[config.mk]
export PLATFORM = sky130hd
export DESIGN_NAME = dbg_hart_mailbox
export DESIGN_NICKNAME = d
export VERILOG_FILES = /design/src/rtl/dbg_mbox_pkg.sv /design/src/rtl/dbg_mbox_decode.sv /design/src/rtl/dbg_mbox_flags.sv /design/src/rtl/dbg_mbox_status.sv /design/src/rtl/dbg_hart_mailbox.sv
export SDC_FILE = /design/constraint.sdc
export NUM_CORES = 1
export LEC_CHECK = 0
export ABC_AREA = 1
export BUFFER_PORTS_ARGS = -buffer_cell sky130_fd_sc_hd__buf_4
export CAP_MARGIN = 20
export CORE_MARGIN = 4
export CORE_UTILIZATION = 30
export DETAILED_ROUTE_END_ITERATION = 12
export PLACE_DENSITY = 0.65
export SETUP_SLACK_MARGIN = 0.1
export SLEW_MARGIN = 20
export SYNTH_ARGS = -nofsm -noshare
export SYNTH_HDL_FRONTEND = slang
export SYNTH_SLANG_ARGS = --single-unit
[constraint.sdc]
create_clock -name clk -period 1.6 [get_ports clk]
set_input_delay 0.08 -clock clk [delete_from_list [all_inputs] [get_ports clk]]
set_output_delay 0.08 -clock clk [all_outputs]
set_load 0.01 [all_outputs]
[src/rtl/dbg_mbox_pkg.sv]
// Shared address map, region codes and jump-word builder for the debug mailbox.
// Assumes a 12-bit byte address window and 32-bit data.
package dbg_mbox_pkg;
    localparam int ADDR_W     = 12;
    localparam int DATA_W     = 32;
    localparam int ABS_WORDS  = 2;
    localparam int FLAG_BYTES = 1024;
    localparam int FLAG_GO_BIT  = 0;
    localparam int FLAG_RES_BIT = 1;

    localparam logic [ADDR_W-1:0] MB_HALTED   = 12'h100;
    localparam logic [ADDR_W-1:0] MB_GOING    = 12'h104;
    localparam logic [ADDR_W-1:0] MB_RESUMING = 12'h108;
    localparam logic [ADDR_W-1:0] MB_EXCEPT   = 12'h10C;
    localparam logic [ADDR_W-1:0] VEC_ADDR    = 12'h300;
    localparam logic [ADDR_W-1:0] ABS_BASE    = 12'h338;
    localparam logic [ADDR_W-1:0] ABS_END     = ABS_BASE + ADDR_W'(4 * ABS_WORDS);
    localparam logic [ADDR_W-1:0] FLAG_BASE   = 12'h400;
    localparam logic [ADDR_W-1:0] FLAG_END    = FLAG_BASE + ADDR_W'(FLAG_BYTES);

    localparam logic [1:0] SZ_WORD   = 2'd2;
    localparam logic [2:0] CE_NONE   = 3'd0;
    localparam logic [2:0] CE_EXCEPT = 3'd3;

    typedef enum logic [2:0] {
        RG_NONE, RG_HALTED, RG_GOING, RG_RESUMING,
        RG_EXCEPT, RG_VECTOR, RG_ABS, RG_FLAGS
    } region_e;

    // Build a JAL with rd = x0 from a byte offset.
    function automatic logic [31:0] jal_x0(input logic [20:0] off);
        return {off[20], off[10:1], off[11], off[19:12], 5'd0, 7'b1101111};
    endfunction

    localparam logic [31:0] VEC_WORD = jal_x0(21'(ABS_BASE - VEC_ADDR));
endpackage

[src/rtl/dbg_mbox_decode.sv]
// Address decoder: maps a byte address to a region and flags accesses the
// map refuses (unmapped, loads of mailboxes, stores to read-only words).
// Assumes mailbox words are matched on the word address only.
module dbg_mbox_decode
    import dbg_mbox_pkg::*;
(
    input  logic [ADDR_W-1:0] addr,
    input  logic              write,
    output region_e           region,
    output logic              deny
);
    // Region lookup.
    always_comb begin
        region = RG_NONE;
        if (addr[ADDR_W-1:2] == MB_HALTED[ADDR_W-1:2])        region = RG_HALTED;
        else if (addr[ADDR_W-1:2] == MB_GOING[ADDR_W-1:2])    region = RG_GOING;
        else if (addr[ADDR_W-1:2] == MB_RESUMING[ADDR_W-1:2]) region = RG_RESUMING;
        else if (addr[ADDR_W-1:2] == MB_EXCEPT[ADDR_W-1:2])   region = RG_EXCEPT;
        else if (addr[ADDR_W-1:2] == VEC_ADDR[ADDR_W-1:2])    region = RG_VECTOR;
        else if (addr >= ABS_BASE && addr < ABS_END)          region = RG_ABS;
        else if (addr >= FLAG_BASE && addr < FLAG_END)        region = RG_FLAGS;
    end

    // Direction check per region.
    always_comb begin
        case (region)
            RG_NONE:                                      deny = 1'b1;
            RG_HALTED, RG_GOING, RG_RESUMING, RG_EXCEPT:  deny = !write;
            default:                                      deny = write;
        endcase
    end
endmodule

[src/rtl/dbg_mbox_flags.sv]
// Per-hart GO and RESUME flag flops. Sets come from the command generator for
// the selected hart; GO clears on the GOING mailbox (selected hart), RESUME
// clears on the RESUMING mailbox (hart named in the store). Set wins.
module dbg_mbox_flags #(
    parameter int NUM_HARTS = 16,
    parameter int HART_W    = 4
) (
    input  logic                 clk,
    input  logic                 rst_n,
    input  logic [HART_W-1:0]    sel,
    input  logic                 go_set,
    input  logic                 go_clr,
    input  logic                 res_set,
    input  logic                 res_clr,
    input  logic [HART_W-1:0]    res_clr_id,
    output logic [NUM_HARTS-1:0] go,
    output logic [NUM_HARTS-1:0] res
);
    for (genvar h = 0; h < NUM_HARTS; h++) begin : g_hart
        logic go_q, res_q;
        logic is_sel, is_rid;
        assign is_sel = (sel == HART_W'(h));
        assign is_rid = (res_clr_id == HART_W'(h));

        // GO flag of hart h.
        always_ff @(posedge clk) begin
            if (!rst_n)                  go_q <= 1'b0;
            else if (go_set && is_sel)   go_q <= 1'b1;
            else if (go_clr && is_sel)   go_q <= 1'b0;
        end

        // RESUME flag of hart h.
        always_ff @(posedge clk) begin
            if (!rst_n)                  res_q <= 1'b0;
            else if (res_set && is_sel)  res_q <= 1'b1;
            else if (res_clr && is_rid)  res_q <= 1'b0;
        end

        assign go[h]  = go_q;
        assign res[h] = res_q;
    end
endmodule

[src/rtl/dbg_mbox_status.sv]
// Debugger-visible status: per-hart halted and resumeack, abstract busy and
// the command error field. Assumes mailbox strobes arrive already qualified
// (legal size, id in range).
module dbg_mbox_status
    import dbg_mbox_pkg::*;
#(
    parameter int NUM_HARTS = 16,
    parameter int HART_W    = 4
) (
    input  logic                 clk,
    input  logic                 rst_n,
    input  logic [HART_W-1:0]    sel,
    input  logic                 go_cmd,
    input  logic                 resume_cmd,
    input  logic                 halt_st,
    input  logic                 resume_st,
    input  logic                 exc_st,
    input  logic [HART_W-1:0]    st_id,
    input  logic [NUM_HARTS-1:0] go_flags,
    input  logic                 err_set,
    input  logic [2:0]           err_code,
    input  logic                 err_clr,
    output logic [NUM_HARTS-1:0] halted,
    output logic [NUM_HARTS-1:0] resumeack,
    output logic                 busy,
    output logic [2:0]           cmderr
);
    for (genvar h = 0; h < NUM_HARTS; h++) begin : g_hart
        logic halt_q, rack_q;
        logic hit;
        assign hit = (st_id == HART_W'(h));

        // Halted bit: set on HALTED, cleared on RESUMING.
        always_ff @(posedge clk) begin
            if (!rst_n)                 halt_q <= 1'b0;
            else if (halt_st && hit)    halt_q <= 1'b1;
            else if (resume_st && hit)  halt_q <= 1'b0;
        end

        // Resume acknowledge: set by the hart, cleared by a new resume request.
        always_ff @(posedge clk) begin
            if (!rst_n)                                  rack_q <= 1'b0;
            else if (resume_st && hit)                   rack_q <= 1'b1;
            else if (resume_cmd && sel == HART_W'(h))    rack_q <= 1'b0;
        end

        assign halted[h]    = halt_q;
        assign resumeack[h] = rack_q;
    end

    // Busy: raised by a command, dropped when the selected hart parks idle.
    always_ff @(posedge clk) begin
        if (!rst_n)
            busy <= 1'b0;
        else if (go_cmd)
            busy <= 1'b1;
        else if (halt_st && st_id == sel && !go_flags[st_id])
            busy <= 1'b0;
    end

    // Command error: first error sticks until cleared.
    always_ff @(posedge clk) begin
        if (!rst_n)                 cmderr <= CE_NONE;
        else if (err_clr)           cmderr <= CE_NONE;
        else if (cmderr == CE_NONE) begin
            if (exc_st)             cmderr <= CE_EXCEPT;
            else if (err_set)       cmderr <= err_code;
        end
    end
endmodule

[src/rtl/dbg_hart_mailbox.sv]
// Top of the debug hart handshake mailbox: decodes hart accesses, qualifies
// mailbox stores, muxes read data and registers a one-cycle response.
// Assumes one access per cycle and that the command generator drives sel_hart.
module dbg_hart_mailbox
    import dbg_mbox_pkg::*;
#(
    parameter int NUM_HARTS = 16,
    parameter int HART_W    = (NUM_HARTS > 1) ? $clog2(NUM_HARTS) : 1
) (
    input  logic                 clk,
    input  logic                 rst_n,
    input  logic                 req_valid,
    input  logic                 req_write,
    input  logic [1:0]           req_size,
    input  logic [ADDR_W-1:0]    req_addr,
    input  logic [DATA_W-1:0]    req_wdata,
    output logic                 rsp_valid,
    output logic                 rsp_err,
    output logic [DATA_W-1:0]    rsp_rdata,
    input  logic [HART_W-1:0]    sel_hart,
    input  logic                 go_cmd,
    input  logic                 resume_cmd,
    input  logic [DATA_W-1:0]    abs_word0,
    input  logic [DATA_W-1:0]    abs_word1,
    input  logic                 err_set,
    input  logic [2:0]           err_code,
    input  logic                 err_clr,
    output logic [NUM_HARTS-1:0] halted,
    output logic [NUM_HARTS-1:0] resumeack,
    output logic                 busy,
    output logic [2:0]           cmderr
);
    localparam int FIDX_W = $clog2(FLAG_BYTES);

    region_e             region;
    logic                deny, bad_id, acc_err, wr_ok, id_ok;
    logic                halt_st, going_st, resume_st, exc_st;
    logic [HART_W-1:0]   st_id;
    logic [NUM_HARTS-1:0] go_flags, res_flags;
    logic [DATA_W-1:0]   rd_word;

    dbg_mbox_decode u_dec (
        .addr   (req_addr),
        .write  (req_write),
        .region (region),
        .deny   (deny)
    );

    // Mailbox store qualification.
    assign id_ok   = (req_wdata < DATA_W'(NUM_HARTS));
    assign st_id   = req_wdata[HART_W-1:0];
    assign bad_id  = req_write && (region == RG_HALTED || region == RG_RESUMING)
                     && (req_size != SZ_WORD || !id_ok);
    assign acc_err = deny || bad_id;
    assign wr_ok   = req_valid && req_write && !acc_err;

    assign halt_st   = wr_ok && region == RG_HALTED;
    assign going_st  = wr_ok && region == RG_GOING;
    assign resume_st = wr_ok && region == RG_RESUMING;
    assign exc_st    = wr_ok && region == RG_EXCEPT;

    dbg_mbox_flags #(.NUM_HARTS(NUM_HARTS), .HART_W(HART_W)) u_flags (
        .clk        (clk),
        .rst_n      (rst_n),
        .sel        (sel_hart),
        .go_set     (go_cmd),
        .go_clr     (going_st),
        .res_set    (resume_cmd),
        .res_clr    (resume_st),
        .res_clr_id (st_id),
        .go         (go_flags),
        .res        (res_flags)
    );

    dbg_mbox_status #(.NUM_HARTS(NUM_HARTS), .HART_W(HART_W)) u_stat (
        .clk        (clk),
        .rst_n      (rst_n),
        .sel        (sel_hart),
        .go_cmd     (go_cmd),
        .resume_cmd (resume_cmd),
        .halt_st    (halt_st),
        .resume_st  (resume_st),
        .exc_st     (exc_st),
        .st_id      (st_id),
        .go_flags   (go_flags),
        .err_set    (err_set),
        .err_code   (err_code),
        .err_clr    (err_clr),
        .halted     (halted),
        .resumeack  (resumeack),
        .busy       (busy),
        .cmderr     (cmderr)
    );

    // Read data mux: jump word, abstract buffer, or four flag bytes.
    always_comb begin
        logic [FIDX_W-1:0] idx;
        rd_word = '0;
        idx     = '0;
        case (region)
            RG_VECTOR: rd_word = VEC_WORD;
            RG_ABS:    rd_word = req_addr[2] ? abs_word1 : abs_word0;
            RG_FLAGS: begin
                for (int k = 0; k < 4; k++) begin
                    idx = {req_addr[FIDX_W-1:2], 2'(k)};
                    if (idx < FIDX_W'(NUM_HARTS)) begin
                        rd_word[8*k + FLAG_GO_BIT]  = go_flags[idx[HART_W-1:0]];
                        rd_word[8*k + FLAG_RES_BIT] = res_flags[idx[HART_W-1:0]];
                    end
                end
            end
            default:   rd_word = '0;
        endcase
    end

    // Registered response, one cycle after the request.
    always_ff @(posedge clk) begin
        if (!rst_n) begin
            rsp_valid <= 1'b0;
            rsp_err   <= 1'b0;
            rsp_rdata <= '0;
        end else begin
            rsp_valid <= req_valid;
            rsp_err   <= req_valid && acc_err;
            rsp_rdata <= (req_valid && !req_write && !acc_err) ? rd_word : '0;
        end
    end
endmodule

Word level (Yosys, flattened, before mapping) --
Cells that the tools add are included. Widths: inputs -> output; s select.
Storage, ports and cells: memories 0, memory bits (read-only) 0, register bits 102, bits in latches 0, RAM bits 0, output and inout bits 70, logic and storage cells 443, bits of input ports 125
Cells by class: $lt $le $gt $ge 14, multiply operators 0, reduce and logical (&&, ||, !) cells 161, equality and inequality tests 44, bitwise operators 1, muxes and demuxes 153, add/subtract/negate cells 0, div/mod/pow operators 0, shift operators 0
Operators with widths (count):
- $mux 1 | 123
- $reduce_bool 2->1 | 50
- $logic_and 1x1->1 | 95
- $eq 4x4->1 const B | 16
- $eq 10x7->1 const B | 4
- $lt 10x5->1 const B | 4
- $eq 4x3->1 const B | 8
- $lt 32x5->1 const B | 1
- $mux 32 | 1
- $mux 3 | 9
- $lt 4x5->1 const B | 5
- $pmux 6 s2 | 2
- $bmux 1 s2 | 8
- $eq 4x2->1 const B | 4
- $eq 3x3->1 const B | 4
- $ge 12x10->1 const B | 1
- $ge 12x11->1 const B | 1
- $lt 12x10->1 const B | 1
- $lt 12x12->1 const B | 1
- $pmux 2 s3 | 2
- $eq 10x8->1 const B | 1
- $eq 4x1->1 const B | 2
- $logic_not 4->1 | 2
- $mux 2 | 4
- 15 further kinds | 24

Logic depth before layout (Yosys ltp) --
word-level depth 21, gate-level depth with buffers 13, gate-level depth less buffers 11

Cells and area by module --
Synthesis repeated with hierarchy kept, for this count alone.
Second synthesis, totals: cells, all modules 865, area total of the unflattened synthesis 5734.2 µm²
By module, submodules not included:
- dbg_mbox_status | sequential area each 720.7 µm², instances 1, cells each 283, area each 1980.6 µm²
- dbg_hart_mailbox | sequential area each 680.7 µm², instances 1, cells each 293, area each 1863.0 µm²
- dbg_mbox_flags | sequential area each 640.6 µm², instances 1, cells each 240, area each 1669.1 µm²
- dbg_mbox_decode | sequential area each 0.0 µm², instances 1, cells each 49, area each 221.5 µm²

Worst setup path before layout --
OpenSTA, ideal clock, no wires.
kind in2reg, start input req_addr[2], end register u_stat.g_hart[10].halt_q, arrival 1.428 ns, cell stages on the path 12, path buffers 2, library setup time 0.132 ns, slack 0.040 ns, required time 1.468 ns, cells stage by stage buf_6 > nor2_4 > inv_2 > nor2_1 > nand2_1 > nand3_1 > nand3_1 > a21oi_4 > buf_6 > nand4_1 > nand2_1 > a21oi_1
On the way: word-level cells in the longest chain between the ends 19, elaborated cells between the ends (all ways) 37, classes of those cells 4 x order compare; 9 x eq/ne; 9 x mux; 15 x reduce/logical
Ends and longest elaborated chain:
- start, declared | line dbg_hart_mailbox.sv:15 | input logic [ADDR_W-1:0] req_addr,
- $ge 12x11->1 / $lt 12x12->1 (equally long branches) | line dbg_mbox_decode.sv:21 | else if (addr >= FLAG_BASE && addr < FLAG_END) region = RG_FLAGS;
- $logic_and 1x1->1 | line dbg_mbox_decode.sv:21
- $mux 3 | line dbg_mbox_decode.sv:21
- $mux 3 | line dbg_mbox_decode.sv:20 | else if (addr >= ABS_BASE && addr < ABS_END) region = RG_ABS;
- $mux 3 | line dbg_mbox_decode.sv:19 | else if (addr[ADDR_W-1:2] == VEC_ADDR[ADDR_W-1:2]) region = RG_VECTOR;
- $mux 3 | line dbg_mbox_decode.sv:18 | else if (addr[ADDR_W-1:2] == MB_EXCEPT[ADDR_W-1:2]) region = RG_EXCEPT;
- $mux 3 | line dbg_mbox_decode.sv:17 | else if (addr[ADDR_W-1:2] == MB_RESUMING[ADDR_W-1:2]) region = RG_RESUMING;
- $mux 3 | line dbg_mbox_decode.sv:16 | else if (addr[ADDR_W-1:2] == MB_GOING[ADDR_W-1:2]) region = RG_GOING;
- $mux 3 (*) | line dbg_mbox_decode.sv:15 | if (addr[ADDR_W-1:2] == MB_HALTED[ADDR_W-1:2]) region = RG_HALTED;
- branches (longest 10 deep; another with $reduce_or 4->1)
- end signal, assigned | line dbg_mbox_status.sv:35 | if (!rst_n) halt_q <= 1'b0;
- end signal, assigned | line dbg_mbox_status.sv:36 | else if (halt_st && hit) halt_q <= 1'b1;
- end signal, assigned | line dbg_mbox_status.sv:37 | else if (resume_st && hit) halt_q <= 1'b0;
- end, declared | line dbg_mbox_status.sv:29 | logic halt_q, rack_q;
Mark *: on every way between the ends. A chain may end at the register's enable or synchronous reset.

Final worst setup path --
start input req_addr[7], end register u_flags.g_hart[15].go_q
On the way: word-level cells in the longest chain between the ends 19, elaborated cells between the ends (all ways) 34, classes of those cells 4 x order compare; 9 x eq/ne; 8 x mux; 13 x reduce/logical
Ends and longest elaborated chain:
- $ge 12x11->1 / $lt 12x12->1 (equally long branches) | line dbg_mbox_decode.sv:21
- $logic_and 1x1->1 | line dbg_mbox_decode.sv:21
- $mux 3 | line dbg_mbox_decode.sv:21
- $mux 3 | line dbg_mbox_decode.sv:20
- $mux 3 | line dbg_mbox_decode.sv:19
- $mux 3 | line dbg_mbox_decode.sv:18
- $mux 3 | line dbg_mbox_decode.sv:17
- $mux 3 | line dbg_mbox_decode.sv:16
- $mux 3 (*) | line dbg_mbox_decode.sv:15
- branches (longest 7 deep; another with $reduce_or 4->1)
- $logic_and 1x1->1 (*) | line dbg_hart_mailbox.sv:58 | assign going_st = wr_ok && region == RG_GOING;
- $logic_and 1x1->1 (*) | line dbg_mbox_flags.sv:29 | else if (go_clr && is_sel) go_q <= 1'b0;
- $reduce_bool 2->1 (no line) (*)
- end signal, assigned | line dbg_mbox_flags.sv:27 | if (!rst_n) go_q <= 1'b0;
- end signal, assigned | line dbg_mbox_flags.sv:28 | else if (go_set && is_sel) go_q <= 1'b1;
- end signal, assigned | line dbg_mbox_flags.sv:29
- end, declared | line dbg_mbox_flags.sv:20 | logic go_q, res_q;
Marked as above.

==> flow_metrics.tcl <==
set metrics [dict create \
    maxSlewHeadroom_pct 62.9 \
    firstDrtPassIters 5 \
    hold_path_class "in -> reg" \
    path_class "in -> reg" \
    antenna_found_initial 0 \
    critical_path.top_delay_family "simple AND/OR/NAND/NOR gates" \
    synth_most_common_cell "nand2_1" \
    start_util_pct 31.0 \
    htree_levels 3 \
    n_antenna_cell 0 \
    cpPeakStageDelay_ps 220 \
    syn_avg_cell_area_um2 6.96 \
    syn_inst 748 \
    finalSetupViolCount 0 \
    drtAntennaViolNets 0 \
    worst_setup_path_end_kind "register" \
    dpl.cell_count 1146 \
    startpoint "req_addr[7]" \
    drive_gt1_share_pct 29.8 \
    ys_seq_area_share_pct 39.2 \
    pre_cts_ws_ps -217 \
    leakagePower_uw 0.00343 \
    grt_max_degree 66 \
    wl_met3_mm 1.67 \
    cts_made_buffers 9 \
    crit_required_ps 1830 \
    die_h_um 140 \
    internal_power_uw 4070 \
    area_delta_synth_final_pct 46.9 \
    synth_top_area_share_pct 39.2 \
    clock.fmax_mhz 720 \
    rows 47 \
    crit_buf_inv 3 \
    clockBufferDepth 2 \
    overflow 0 \
    fin_cells 1197 \
    met2_length_mm 8.60 \
    dpl.hpwl_mm 14.4 \
    routed.top_layer "met4" \
    min_period_ps 1390 \
    tightest_slew_ps 556 \
    drt-met1-wl_mm 8.13 \
    cts_tree "done" \
    p_switching_uw 1470 \
    num-fill-cells 1675 \
    reg2reg_depth 8 \
    grt_pass1_wl_mm 29.9 \
    wl_per_cell_um 15.6 \
    crit_cells 12 \
    dieArea_um2 19500 \
    place_congestion 0.902 \
    ys_ff_latch 102 \
    ys_dominant_reg_cell "dfxtp_1" \
    synth_nets 873 \
    core_area_um2 16800 \
    globalRouteTotalUtil_pct 18.9 \
    setup_tns_ps 0 \
    ys.warnings.count 0 \
    power_frac_seq_pct 46.6 \
    rsz0062_at_grt "true" \
    power_density_nw_per_um2 725 \
    worst_ep_arrival_time_ps 1620 \
    wl_mm 18.7 \
    finClkSkew_ps 8.52 \
    async_reset_ff_share_pct 0 \
    crit_slowest_cell "o21ai_0" \
    r2r_start "u_flags.g_hart[11].go_q" \
    portBuffers 192 \
    cpMostUsedCell "buf_4" \
    drc 0 \
    clk_latency_ps 350 \
    synth_top_area_cell "dfxtp_1" \
    yosys-top-cells-count "192 x nand2_1, 102 x dfxtp_1, 92 x a21oi_1, 85 x nor2_1, 70 x inv_1" \
    p_clk_share_pct 37.9 \
    nets 1097 \
    worstHoldStart "err_clr" \
    via_per_inst 4.81 \
    drt_iter0_markers 449 \
    peakVddDrop_v 0.000551 \
    cp_cell_sequence "buf_4 > nor2_2 > buf_4 > nand3_2 > nor2_1 > nor2_2 > nand2_2 > nor3b_4 > buf_4 > nand3b_4 > o21ai_0 > a21oi_1" \
    grt_pass1_vias 5746 \
    drv_slew 0 \
    synth_cell_types 35 \
    worst_hold_slack_ps 9.63 \
    p_sw_share_pct 26.6 \
    hold_violations 0 \
    synth_area_leaders "dfxtp_1 39%, nand2_1 14%, a21oi_1 8.8%, nor2_1 6.1%, inv_1 5.0%" \
    root_buffer "clkbuf_16" \
    postLayoutSetupSlackWorst_ps 211 \
    status "finished clean" \
    dr_total_vias 5754 \
    pin_count 195 \
    cts_sinks 102 \
    maxCapViolations 0 \
    stdcell_area_um2 7650 \
    timing.final.crit_share_pct 86.8 \
    worstPathMaxFanout 16 \
    die_w_um 140 \
    startpoint_type "input pin" \
    dpl_cell_area_um2 7010 \
    p_comb_share_pct 15.5 \
    clk_pin_slew_ps 70 \
    hold_depth 3 \
    synth_edf_count 0 \
    syn_area_um2 5210 \
]
-- path summary, 6_finish.rpt --
path | to | slack (ps)
setup reg to reg | u_stat.busy | 360
setup / recovery | u_flags.g_hart[15].go_q | 210
hold reg to reg | u_stat.cmderr[0] | 470
hold / removal | u_stat.cmderr[2] | 10
-- state kept, by name, summed over array words and instances, names as in the netlist --
register,count
rsp_valid,1
rsp_err,1
u_flags.g_hart.res_q,16
rsp_rdata,32
u_flags.g_hart.go_q,16
u_stat.cmderr,3
u_stat.g_hart.rack_q,16
u_stat.busy,1
u_stat.g_hart.halt_q,16
-- worst reg2reg max path, cell delays in order, from the launching register on --
cell     delay, ps
dfxtp_1        310
inv_1           80
o21ai_0         90
o21ai_0        170
nand3_1        100
nor2_1         110
nand4_1        130
nand2_1         80
a21oi_1         60
-- per-stage QoR --
stage | total power [uW] | util (%)
2_1_floorplan | 2980 | -
3_3_place_gp | 3410 | 41.7
3_5_place_dp | 3410 | 41.7
4_1_cts | 5600 | 45.4
5_1_grt | 5780 | 45.5
6_report | 5540 | 45.5
-- what timing repair did --
item,CTS,global route
endpoints found under the hold margin,19,0
setup endpoints to repair,0,67
setup buffers,0,1
resized for setup,0,7
hold buffers,34,0
-- kinds of logic (layout without fill, tap and decap cells) --
logic type / Yosys count / count (layout) / share of synthesized area, %
muxes: 9 / 9 / 1.73
DFF: 102 / 102 / 39.2
and+or+nand+nor: 359 / 359 / 30.7
buffers and inverters: 133 / 362 / 12.8
AOI/OAI and AO/OA: 145 / 145 / 15.5
-- metal layers --
| layer | vias up | track usage (%) |
|---|---|---|
| li1 | 2881 | - |
| met1 | 2585 | 24.0 |
| met2 | 260 | 31.0 |
| met3 | 28 | 5.59 |
| met4 | 0 | 5.61 |
| met5 | - | 0 |
-- final cells by class --
cell class / instances / area [um^2] / share of cell area (%)
multi-input cells: 513 / 2560 / 33.5
repair buffers: 273 / 2210 / 28.9
flip-flops and latches: 102 / 2040 / 26.7
inverters: 73 / 277 / 3.62
well taps: 220 / 275 / 3.60
clock buffers: 9 / 225 / 2.95
clock inverters: 7 / 56.3 / 0.736
-- power groups by stage --
stage / Clock [uW] / Combinational (uW) / Sequential (uW)
after CTS: 2180 / 846 / 2580
after global routing: 2260 / 939 / 2580
after detailed placement: 0 / 774 / 2640
after global placement: 0 / 768 / 2640
final: 2100 / 859 / 2580
after floorplan: 0 / 342 / 2640
-- cells in the final DEF (no fill, tap or decap), types with 9 or more instances in the layout --
master and count:
buf_4 232, nand2_1 190, dfxtp_1 102, o21ai_0 16, mux2i_1 9, inv_1 68, nor2_1 79, clkbuf_16 9
dlygate4sd3_1 34, nand4_1 35, o21ai_1 13, a21oi_1 92, nand3_1 21
Note: power is estimated with default switching activity, not from simulation.
